==> src/rtl/dsk_wr_pkg.sv <==
package dsk_wr_pkg;

  localparam int unsigned LATCH_W      = 8;
  localparam int unsigned LAT_EN_BIT   = 4;
  localparam int unsigned LAT_DRV_BIT  = 5;
  localparam int unsigned LAT_WRQ_BIT  = 6;
  localparam int unsigned LAT_SIDE_BIT = 7;

  typedef struct packed {
    logic side;
    logic wr_req_n;
    logic drv2;
    logic drv1;
  } drive_ctl_t;

  // Decode of the drive latch into drive-facing controls.
  function automatic drive_ctl_t decode_latch(input logic [LATCH_W-1:0] l);
    drive_ctl_t c;
    c.side     = l[LAT_SIDE_BIT];
    c.wr_req_n = !(l[LAT_EN_BIT] && !l[LAT_WRQ_BIT]);
    c.drv1     = l[LAT_EN_BIT] && !l[LAT_DRV_BIT];
    c.drv2     = l[LAT_EN_BIT] &&  l[LAT_DRV_BIT];
    return c;
  endfunction

  // Number of cells one byte occupies on the disk.
  function automatic int unsigned cells_per_byte(input logic sync,
                                                 input int unsigned data_w,
                                                 input int unsigned tail);
    return data_w + (sync ? tail : 0);
  endfunction

endpackage

==> src/rtl/dsk_wr_regs.sv <==
module dsk_wr_regs
  import dsk_wr_pkg::*;
#(
  parameter int unsigned ADDR_W     = 8,
  parameter int unsigned DATA_W     = 8,
  parameter logic [ADDR_W-1:0] PORT_LATCH = 'h10,
  parameter logic [ADDR_W-1:0] PORT_SYNC  = 'h11,
  parameter logic [ADDR_W-1:0] PORT_DATA  = 'h13,
  parameter logic [DATA_W-1:0] SYNC_KEY   = '1
) (
  input  logic               clk,
  input  logic               rst_n,
  input  logic               cpu_wr,
  input  logic [ADDR_W-1:0]  cpu_port,
  input  logic [DATA_W-1:0]  cpu_wdata,
  output logic [LATCH_W-1:0] latch_q,
  output logic               sync_mode,
  output logic [DATA_W-1:0]  hold_q,
  output logic               data_wr_evt
);

  logic latch_wr_evt;
  logic sync_wr_evt;
  logic foreign_wr_evt;

  assign latch_wr_evt   = cpu_wr && (cpu_port == PORT_LATCH);
  assign sync_wr_evt    = cpu_wr && (cpu_port == PORT_SYNC);
  assign data_wr_evt    = cpu_wr && (cpu_port == PORT_DATA);
  assign foreign_wr_evt = cpu_wr && !latch_wr_evt && !sync_wr_evt && !data_wr_evt;

  always_ff @(posedge clk) begin
    if (!rst_n) begin
      latch_q   <= '0;
      sync_mode <= 1'b0;
      hold_q    <= '0;
    end else begin
      if (latch_wr_evt) latch_q   <= cpu_wdata[LATCH_W-1:0];
      if (sync_wr_evt)  sync_mode <= (cpu_wdata == SYNC_KEY);
      if (data_wr_evt)  hold_q    <= cpu_wdata;
    end
  end

  AST_SYNC_KEY_DECODE: assert property (@(posedge clk) disable iff (!rst_n)
    sync_wr_evt |=> (sync_mode == ($past(cpu_wdata) == SYNC_KEY)));

  AST_FOREIGN_PORT_IGNORED: assert property (@(posedge clk) disable iff (!rst_n)
    foreign_wr_evt |=> ($stable(latch_q) && $stable(sync_mode) && $stable(hold_q)));

endmodule

==> src/rtl/dsk_wr_shifter.sv <==
module dsk_wr_shifter
  import dsk_wr_pkg::*;
#(
  parameter int unsigned DATA_W     = 8,
  parameter int unsigned TAIL_CELLS = 2
) (
  input  logic              clk,
  input  logic              rst_n,
  input  logic              wr_active,
  input  logic              cell_stb,
  input  logic              sync_mode,
  input  logic [DATA_W-1:0] hold_q,
  output logic              wr_data,
  output logic              load_evt,
  output logic              tail_cell
);

  localparam int unsigned MAX_CELLS = DATA_W + TAIL_CELLS;
  localparam int unsigned CNT_W     = $clog2(MAX_CELLS + 1);

  logic [CNT_W-1:0]  cnt_q;
  logic [DATA_W-1:0] shift_q;
  logic              cur_sync_q;
  logic [CNT_W-1:0]  last_idx;
  logic              step_evt;

  assign last_idx  = CNT_W'(cells_per_byte(cur_sync_q, DATA_W, TAIL_CELLS) - 1);
  assign step_evt  = wr_active && cell_stb;
  assign load_evt  = step_evt && (cnt_q == '0);
  assign tail_cell = step_evt && (cnt_q >= CNT_W'(DATA_W));

  always_ff @(posedge clk) begin
    if (!rst_n) begin
      cnt_q      <= '0;
      shift_q    <= '0;
      cur_sync_q <= 1'b0;
      wr_data    <= 1'b0;
    end else if (!wr_active) begin
      cnt_q   <= '0;
      shift_q <= '0;
      wr_data <= 1'b0;
    end else if (cell_stb) begin
      if (cnt_q == '0) begin
        shift_q    <= {hold_q[DATA_W-2:0], 1'b0};
        wr_data    <= hold_q[DATA_W-1];
        cur_sync_q <= sync_mode;
        cnt_q      <= CNT_W'(1);
      end else begin
        if (cnt_q < CNT_W'(DATA_W)) begin
          wr_data <= shift_q[DATA_W-1];
          shift_q <= {shift_q[DATA_W-2:0], 1'b0};
        end else begin
          wr_data <= 1'b0;
        end
        cnt_q <= (cnt_q == last_idx) ? '0 : cnt_q + CNT_W'(1);
      end
    end
  end

  AST_HOLD_BETWEEN_STROBES: assert property (@(posedge clk) disable iff (!rst_n)
    (wr_active && !cell_stb) |=> $stable(wr_data));

  AST_LOAD_SHOWS_MSB: assert property (@(posedge clk) disable iff (!rst_n)
    load_evt |=> (wr_data == $past(hold_q[DATA_W-1])));

  AST_TAIL_CELLS_ZERO: assert property (@(posedge clk) disable iff (!rst_n)
    tail_cell |=> !wr_data);

  AST_MODE_AT_BOUNDARY: assert property (@(posedge clk) disable iff (!rst_n)
    (cnt_q != '0) |=> $stable(cur_sync_q));

  AST_SILENT_WHEN_IDLE: assert property (@(posedge clk) disable iff (!rst_n)
    !wr_active |=> (!wr_data && cnt_q == '0));

endmodule

==> src/rtl/dsk_wr_ready.sv <==
module dsk_wr_ready (
  input  logic clk,
  input  logic rst_n,
  input  logic load_evt,
  input  logic data_wr_evt,
  output logic byte_ready
);

  always_ff @(posedge clk) begin
    if (!rst_n)           byte_ready <= 1'b0;
    else if (data_wr_evt) byte_ready <= 1'b0;
    else if (load_evt)    byte_ready <= 1'b1;
  end

  AST_READY_ON_LOAD: assert property (@(posedge clk) disable iff (!rst_n)
    (load_evt && !data_wr_evt) |=> byte_ready);

  AST_READY_CLEAR: assert property (@(posedge clk) disable iff (!rst_n)
    data_wr_evt |=> !byte_ready);

endmodule

==> src/rtl/dsk_wr_serializer.sv <==
module dsk_wr_serializer
  import dsk_wr_pkg::*;
#(
  parameter int unsigned ADDR_W     = 8,
  parameter int unsigned DATA_W     = 8,
  parameter int unsigned TAIL_CELLS = 2,
  parameter logic [ADDR_W-1:0] PORT_LATCH = 'h10,
  parameter logic [ADDR_W-1:0] PORT_SYNC  = 'h11,
  parameter logic [ADDR_W-1:0] PORT_DATA  = 'h13
) (
  input  logic              clk,
  input  logic              rst_n,
  input  logic              cpu_wr,
  input  logic [ADDR_W-1:0] cpu_port,
  input  logic [DATA_W-1:0] cpu_wdata,
  input  logic              cell_stb,
  output logic              wr_data,
  output logic              wr_req_n,
  output logic              drv1_sel,
  output logic              drv2_sel,
  output logic              side_sel,
  output logic              byte_ready
);

  logic [LATCH_W-1:0] latch_q;
  logic               sync_mode;
  logic [DATA_W-1:0]  hold_q;
  logic               data_wr_evt;
  logic               load_evt;
  logic               tail_cell;
  logic               wr_active;
  drive_ctl_t         ctl;

  dsk_wr_regs #(
    .ADDR_W(ADDR_W), .DATA_W(DATA_W),
    .PORT_LATCH(PORT_LATCH), .PORT_SYNC(PORT_SYNC), .PORT_DATA(PORT_DATA),
    .SYNC_KEY({DATA_W{1'b1}})
  ) u_regs (
    .clk(clk), .rst_n(rst_n), .cpu_wr(cpu_wr), .cpu_port(cpu_port),
    .cpu_wdata(cpu_wdata), .latch_q(latch_q), .sync_mode(sync_mode),
    .hold_q(hold_q), .data_wr_evt(data_wr_evt)
  );

  assign ctl       = decode_latch(latch_q);
  assign wr_active = !ctl.wr_req_n;
  assign wr_req_n  = ctl.wr_req_n;
  assign drv1_sel  = ctl.drv1;
  assign drv2_sel  = ctl.drv2;
  assign side_sel  = ctl.side;

  dsk_wr_shifter #(.DATA_W(DATA_W), .TAIL_CELLS(TAIL_CELLS)) u_shift (
    .clk(clk), .rst_n(rst_n), .wr_active(wr_active), .cell_stb(cell_stb),
    .sync_mode(sync_mode), .hold_q(hold_q), .wr_data(wr_data),
    .load_evt(load_evt), .tail_cell(tail_cell)
  );

  dsk_wr_ready u_ready (
    .clk(clk), .rst_n(rst_n), .load_evt(load_evt),
    .data_wr_evt(data_wr_evt), .byte_ready(byte_ready)
  );

  AST_ONE_DRIVE_AT_MOST: assert property (@(posedge clk) disable iff (!rst_n)
    $onehot0({drv1_sel, drv2_sel}));

  AST_WRITE_NEEDS_DRIVE: assert property (@(posedge clk) disable iff (!rst_n)
    !wr_req_n |-> (drv1_sel || drv2_sel));

endmodule

==> config.mk <==
export PLATFORM = sky130hd
export DESIGN_NAME = dsk_wr_serializer
export DESIGN_NICKNAME = d
export VERILOG_FILES = /design/src/rtl/dsk_wr_pkg.sv /design/src/rtl/dsk_wr_regs.sv /design/src/rtl/dsk_wr_shifter.sv /design/src/rtl/dsk_wr_ready.sv /design/src/rtl/dsk_wr_serializer.sv
export SDC_FILE = /design/constraint.sdc
export NUM_CORES = 1
export LEC_CHECK = 0
export BUFFER_PORTS_ARGS = -buffer_cell sky130_fd_sc_hd__buf_2
export CAP_MARGIN = 20
export CORE_ASPECT_RATIO = 0.8
export CORE_MARGIN = 2
export CORE_UTILIZATION = 53
export DETAILED_ROUTE_END_ITERATION = 8
export PLACE_DENSITY = 0.77
export SKIP_CTS_REPAIR_TIMING = 1
export SYNTH_ARGS = -nofsm -noshare
export SYNTH_HDL_FRONTEND = slang
export SYNTH_SLANG_ARGS = --single-unit
==> constraint.sdc <==
create_clock -name clk -period 1.5 [get_ports clk]
set_input_delay 0.3 -clock clk [delete_from_list [all_inputs] [get_ports clk]]
set_output_delay 0.3 -clock clk [all_outputs]
set_load 0.03 [all_outputs]
* Yosys cells after proc, flatten, opt, wreduce, memory -nomap -nowiden *
Index checks and enable logic that the tools add are counted.

storage, ports and cells
  logic and storage cells = 42
  register bits = 32
  output and inout bits = 6

cells by class
  reduce and logical (&&, ||, !) cells = 17
  equality and inequality tests = 5
  order comparisons = 1
  add/sub/neg operators = 3
  bitwise logic cells = 1
  multiplexer cells = 7

operator list
  operator                                                             number
  8-bit by 5-bit == test with 1-bit output (second input constant)     3
  8-bit two-way mux                                                    2
  8-bit == test (second input constant)                                1
  1-bit logical AND                                                    8
  4-bit two-way mux                                                    2
  4-bit by 1-bit adder with 4-bit output (second input constant)       1
  4-bit adder (first input constant)                                   1
  4-bit == test                                                        1
  4-bit logical NOT                                                    1
  4-bit less-than comparator (second input constant)                   1
  2-bit AND reduction                                                  2
  4-bit by 1-bit subtractor with 4-bit output (second input constant)  1
  1-bit logical NOT                                                    3
  3-bit AND reduction                                                  1
  1-bit two-way mux                                                    2
  2-bit two-way mux                                                    1
  2-bit nonzero test                                                   1
  2-bit OR reduction                                                   1
  1-bit inverter                                                       1

* Depth between registers and ports, before layout *
Gate-level depths: netlist of run 1.

  word-level depth = 6
  gate-level depth with buffers = 6

* By module *
From an unflattened synthesis of run 1, not the netlist that was laid out.

second synthesis, totals
  cells, all modules = 167
  area, all modules = 1515.2 um2

modules (own cells, without submodules)
  module             area each (um2)  cells an instance  times used  seq. area each (um2)
  dsk_wr_regs        775.7            88                 1           340.3
  dsk_wr_shifter     673.1            72                 1           260.2
  dsk_wr_ready       36.3             3                  1           20.0
  dsk_wr_serializer  30.0             4                  1           0.0

* Worst setup path before layout of run 1 *
No wires, ideal clock.

  path type = input-to-reg
  start = input cpu_port[3]
  end = register u_regs.hold_q[0]
  arrival time = 1260 ps
  cell stages on the path = 5
  path buffers = 1
  setup slack = 124 ps
  required time = 1384 ps
  cells stage by stage = or3_4 -> nor3_2 -> buf_6 -> mux2i_1 -> nor2b_1

on the way
  word-level cells in the longest chain between the ends = 2

RTL lines
  element                                   RTL line                 source
  from (decl)                               dsk_wr_serializer.sv:14  input logic [ADDR_W-1:0] cpu_port,
  8-bit by 5-bit == test with 1-bit output  dsk_wr_regs.sv:28        assign data_wr_evt = cpu_wr && (cpu_port == PORT_DATA);
  1-bit logical AND                         dsk_wr_regs.sv:28
  to (signal assigned)                      dsk_wr_regs.sv:39        if (data_wr_evt) hold_q <= cpu_wdata;
  to (decl)                                 dsk_wr_regs.sv:18        output logic [DATA_W-1:0] hold_q,

Every way passes these cells.
A chain may end at the register's enable or synchronous reset.

* Final worst setup path of run 1 *
  start = register u_shift.cnt_q[0]
  end = register u_shift.shift_q[2]

on the way
  word-level cells in the longest chain between the ends = 3
  elaborated cells between the ends (all ways) = 5
  those cells by class = order compare (1); mux (1); reduce/logical (3)

RTL lines
  element                                                          RTL line                                    source
  from (decl)                                                      dsk_wr_shifter.sv:21                        logic [CNT_W-1:0] cnt_q;
  from (signal assigned)                                           dsk_wr_shifter.sv:55                        cnt_q <= (cnt_q == last_idx) ? '0 : cnt_q + CNT_W'(1);
  4-bit less-than comparator or 4-bit logical NOT (tied branches)  dsk_wr_shifter.sv:49, dsk_wr_shifter.sv:43
  2-bit nonzero test (no source line)                              --
  2-bit AND reduction (no source line)                             --
  to (signal assigned)                                             dsk_wr_shifter.sv:44                        shift_q <= {hold_q[DATA_W-2:0], 1'b0};
  to (signal assigned)                                             dsk_wr_shifter.sv:51                        shift_q <= {shift_q[DATA_W-2:0], 1'b0};
  to (decl)                                                        dsk_wr_shifter.sv:22                        logic [DATA_W-1:0] shift_q;

Several ways; a longest one is shown, not always the timed one.

==> results.toml, run 1 <==
[sta]
fmax_mhz = 666
whs_ns = 0.207
min_period_ns = 1.50
tns_ns = -0.000705
maxSlewViolCount = 0
tightest_slew_ns = 0.445
fin_ws_ns = -0.000705
finClkSkew_ns = 0.00298
timing.slew.headroom_pct = 70.2
finalSetupViolations = 1
fin_crit_sh_pct = 100
hold_viol_final = 0
rsz0062_at_grt = "true"

[pwr]
vdd_drop_max_v = 0.000601
powerDensity_mw_per_mm2 = 722
power.leakage_nw = 0.611
finalPower_mw = 1.13

[detailed_routing]
drt-initial-drc-count = 33
drt_wl_total_um = 2650
ant_nets = 0
viasPerCell = 5.43
vias = 1053
drt_first_pass_iters = 4
wire_per_inst_um = 13.6
drc = 0

[global_routing]
globalRouteOverflowTotal = 0
grt_first_pass_wirelength_um = 4020
antenna_found_initial = 0
grt_max_degree = 19
grt_pass1_vias = 909
grt_use_total_pct = 18.7

[run]
maxCapViolCount = 0

[synth]
synth_cells = 135
synth.net_count = 157
async_flop_share_pct = 0
synth_seq_cells = 27
ys_warn_count = 0
synth.distinct_cells = 31
syn_area_per_cell_um2 = 9.61
ys_seq_area_share_pct = 41.7
syn_area_mm2 = 0.00130
synth_flop_cell = "dfxtp_1"
synth_edf_count = 0

[placed_design]
io_buffer_count = 25
dpl.hpwl_um = 2000
post_dp_cell_area_mm2 = 0.00148
place_congestion = 0.736
dpl_worst_slack_ns = -0.0426
place_inst = 189

[floorplanning]
dieArea_mm2 = 0.00286
rows = 16
core_area_mm2 = 0.00238
initial_core_util_pct = 54.5
die_x_um = 59.3
ios = 26
die_y_um = 48.3

[layout]
post-route-util_pct = 65.8
nets = 190
drive_gt1_share_pct = 32.9
multi_input_area_um2 = 736
fin_cells = 194
area_delta_synth_final_pct = 20.8
fin_area_mm2 = 0.00157
layout.area.seq_um2 = 544
fillers = 196
insertedDiodeCount = 0

[worst_setup_path]
cp-start-kind = "flip-flop"
cp_max_fo = 7
end_kind = "flip-flop"
worstPathArrival_ns = 1.72
worst-r2r-cell-count = 6
crit_required_ns = 1.72
critPathKind = "reg2reg"

[clock_tree]
numCtsBuffers = 3
clk_latency_ns = 0.33
htreeDepth = 1
path_clk_slew_ns = 0.15
cts_tree = "done"
cts-root-buf = "clkbuf_4"
cts_buffer_depth = 2
cts.sinks = 27

[worst_hold_path]
hold_class = "in2reg"
min_path_cells = 3

[run_status]
status = "complete, but fails checks"
violations = "setup timing"
area by class of cell:
type / instances / share of cell area (%)
Multi-Input combinational cell: 97 / 46.9
Sequential cell: 27 / 34.7
Timing Repair Buffer: 35 / 13.2
Tap cell: 27 / 2.15
Clock buffer: 3 / 1.44
Inverter: 4 / 0.958
Clock inverter: 1 / 0.559
synth_stat cells (all sizes together) (4+ instances only):
| cell | count | share of area, % |
|---|---|---|
| a21oi | 5 | 1.9 |
| mux2i | 15 | 12 |
| o21ai | 7 | 2.7 |
| nor2b | 15 | 7.2 |
| nand3 | 6 | 2.3 |
| inv | 4 | 1.2 |
| nor2 | 9 | 2.6 |
| a211oi | 8 | 4.6 |
| nand2 | 9 | 2.6 |
| dfxtp | 27 | 42 |
| clkbuf | 4 | 1.3 |
power breakdown:
| part | switching (mW) | leakage [nW] | internal, mW |
|---|---|---|---|
| Clock | 0.225 | 0.0183 | 0.109 |
| Combinational | 0.0437 | 0.373 | 0.0366 |
| Sequential | 0.000303 | 0.219 | 0.718 |
worst paths after layout:
kind                                      to                           start  slack, ns
max          u_shift.shift_q[2]$_SDFFE_PN0P_   u_shift.cnt_q[0]$_SDFFE_PN0P_    -0.0007
min           u_regs.latch_q[5]$_SDFFE_PN0P_                    cpu_wdata[5]       0.21
max reg2reg  u_shift.shift_q[2]$_SDFFE_PN0P_   u_shift.cnt_q[0]$_SDFFE_PN0P_    -0.0007
min reg2reg   u_regs.latch_q[7]$_SDFFE_PN0P_  u_regs.latch_q[7]$_SDFFE_PN0P_       0.48
state kept, by name (all words and copies together) (netlist names):
register,flops
u_regs.hold_q,8
u_shift.wr_data,1
u_shift.cur_sync_q,1
u_ready.byte_ready,1
u_shift.shift_q,7
u_shift.cnt_q,4
u_regs.sync_mode,1
u_regs.latch_q,4
placed cells by master, fill, tap and decap left out, drive strengths merged, types with 2 or more instances in the layout:
cell / n
clkbuf: 3
dfxtp: 27
mux2i: 15
a41o: 2
nand2: 9
a211oi: 8
nor2b: 15
a21oi: 5
nand4: 2
nor2: 9
ha: 2
nor3: 3
o21ai: 7
inv: 5
buf: 35
nand3: 6
nor4bb: 2
nor3b: 3
cells by family after synthesis:
family,synth area share (%)
and+or+nand+nor,27.9
muxes,11.6
buffers and inverters,4.53
AOI/OAI and AO/OA,12.4
DFF,41.7
adders and majority gates,1.93
worst max-delay path, stage by stage (launching register included):
cell	delay [ns]
dfxtp_2	0.35
inv_2	0.07
ha_4	0.13
nor3b_4	0.31
buf_6	0.20
mux2i_2	0.25
a211oi_2	0.09
layer usage:
layer / vias to the layer above / GRT usage, % / routed length [um]
li1: 546 / - / -
met2: 14 / 31.2 / 1240
met4: 0 / 1.36 / 0
met1: 493 / 26.0 / 1330
met3: 0 / 4.77 / 73
met5: - / 0 / 0
(Power assumes the default switching activity.)
==> inputs of run 2 (changes only) <==
- CTS_BUF_LIST: unset -> sky130_fd_sc_hd__clkbuf_16
==> run 2 against run 1 <==
Net effect:
- the flow now finishes without violations
- critical endpoint unchanged
- register-to-register slack gained 0.02 ns
- cell count stayed put
- die area stayed put
- critical path depth stayed put
- sequential share of layout area shrank 0.68 points
==> results.toml, run 2 (synthesis gave the netlist of run 1 again) <==
[run_status]
status = "complete, no violations"

[detailed_routing]
drt_wl_total_um = 2680
viasPerCell = 5.56
wire_per_inst_um = 13.8
drt-initial-drc-count = 44
ant_nets = 0
drt_first_pass_iters = 4
vias = 1078
drc = 0

[placed_design]
place_congestion = 0.736
dpl_worst_slack_ns = -0.0426
io_buffer_count = 25
post_dp_cell_area_mm2 = 0.00148
dpl.hpwl_um = 2000
place_inst = 189

[worst_hold_path]
hold_path_end = "u_regs.latch_q[5]$_SDFFE_PN0P_"
hold_class = "in2reg"
min_path_cells = 3
hp-start = "cpu_wdata[5]"

[layout]
largest_register_ffs = 8
area_delta_synth_final_pct = 23.0
drive_gt1_share_pct = 31.7
insertedDiodeCount = 0
final_cell_mix = "25 x buf_2, 25 x dfxtp_1, 14 x nor2b_1"
fin_cells = 194
reg_top3 = "u_regs.hold_q: 8 flops, u_shift.shift_q: 7 flops"
fin_area_mm2 = 0.00160
nets = 190
max_flop_register = "u_regs.hold_q"
post-route-util_pct = 67.0

[clock_tree]
cts-root-buf = "clkbuf_16"
cts_buffer_depth = 2
numCtsBuffers = 3
cts.sinks = 27
clk_latency_ns = 0.26
cts_tree = "done"
htreeDepth = 1
path_clk_slew_ns = 0.07

[worst_setup_path]
r2r-end = "u_shift.shift_q[2]$_SDFFE_PN0P_"
crit_required_ns = 1.64
crit-reg2reg-launch = "u_shift.cnt_q[0]$_SDFFE_PN0P_"
r2r_slack_ns = 0.02
cp_max_fo = 7
worst-r2r-cell-count = 6
cp-start-kind = "flip-flop"
worstPathArrival_ns = 1.62
critPathKind = "reg2reg"
end_kind = "flip-flop"

[sta]
maxSlewViolCount = 0
fin_ws_ns = 0.0197
rsz0062_at_grt = "true"
finalSetupViolations = 0
fmax_mhz = 676
timing.slew.headroom_pct = 70.2
min_period_ns = 1.48
whs_ns = 0.284
tightest_slew_ns = 0.446
hold_viol_final = 0
tns_ns = 0
finClkSkew_ns = 0.00218
fin_crit_sh_pct = 98.7

[pwr]
finalPower_mw = 1.42
p_sw_mw = 0.299
powerDensity_mw_per_mm2 = 891
p_int_mw = 1.12
seqPwrFrac_pct = 50.5
p_clk_share_pct = 43.9
swShare_pct = 21.0
power.leakage_nw = 0.629
p_comb_share_pct = 5.6
vdd_drop_max_v = 0.000777

[global_routing]
grt_use_total_pct = 20.1
grt_first_pass_wirelength_um = 4180
grt_max_degree = 19
globalRouteOverflowTotal = 0
grt_pass1_vias = 925
antenna_found_initial = 0

[run]
maxCapViolCount = 0

[floorplanning]
initial_core_util_pct = 54.5
ios = 26
die_x_um = 59.3
rows = 16
core_area_mm2 = 0.00238
die_y_um = 48.3
dieArea_mm2 = 0.00286
-- run 2: cell counts in the layout (fill, tap and decap cells not counted) --
No cell type changed its count.
-- run 2: power by group through the flow --
| stage | sequential [mW] | combinational (mW) | clock, mW |
|---|---|---|---|
| after detailed placement | 0.734 | 0.0781 | 0 |
| after CTS | 0.717 | 0.0791 | 0.641 |
| after global routing | 0.717 | 0.0877 | 0.676 |
| after floorplan | 0.734 | 0.0348 | 0 |
| final | 0.717 | 0.0802 | 0.624 |
| after global placement | 0.734 | 0.0746 | 0 |
-- run 2: worst max path at each step --
stage                                 endpoint                          start  cells after the start
6_report       u_shift.shift_q[2]$_SDFFE_PN0P_  u_shift.cnt_q[0]$_SDFFE_PN0P_                      6
5_1_grt        u_shift.cur_sync_q$_SDFFE_PN0P_  u_shift.cnt_q[0]$_SDFFE_PN0P_                      7
4_1_cts        u_shift.shift_q[7]$_SDFFE_PN0P_  u_shift.cnt_q[0]$_SDFFE_PN0P_                      6
3_5_place_dp     u_regs.hold_q[1]$_SDFFE_PN0P_                    cpu_port[3]                      6
3_3_place_gp     u_regs.hold_q[0]$_SDFFE_PN0P_                    cpu_port[3]                      6
2_1_floorplan    u_regs.hold_q[0]$_SDFFE_PN0P_                    cpu_port[3]                      5
-- run 2: routing by layer --
metal / track usage, % / vias to the layer above / share of wire, %
met3: 6.37 / 2 / 3.8
met2: 33.4 / 19 / 48
met5: 0 / - / 0
li1: - / 546 / -
met1: 26.3 / 511 / 48
met4: 4.09 / 0 / 0.41
-- run 2: cell type report --
cell class | instances | area [um^2]
fillers | 186 | 787
multi-input cells | 97 | 716
flip-flops and latches | 27 | 543
repair buffers | 35 | 204
clock buffers | 3 | 75.1
well taps | 27 | 33.8
inverters | 4 | 15.0
clock inverters | 1 | 8.76
-- run 2: worst max-delay path: stages, from the launching register on --
cell	delay (ns)
dfxtp_2	0.32
inv_2	0.05
ha_2	0.15
nor3b_4	0.30
buf_6	0.20
mux2i_2	0.25
a211oi_2	0.09
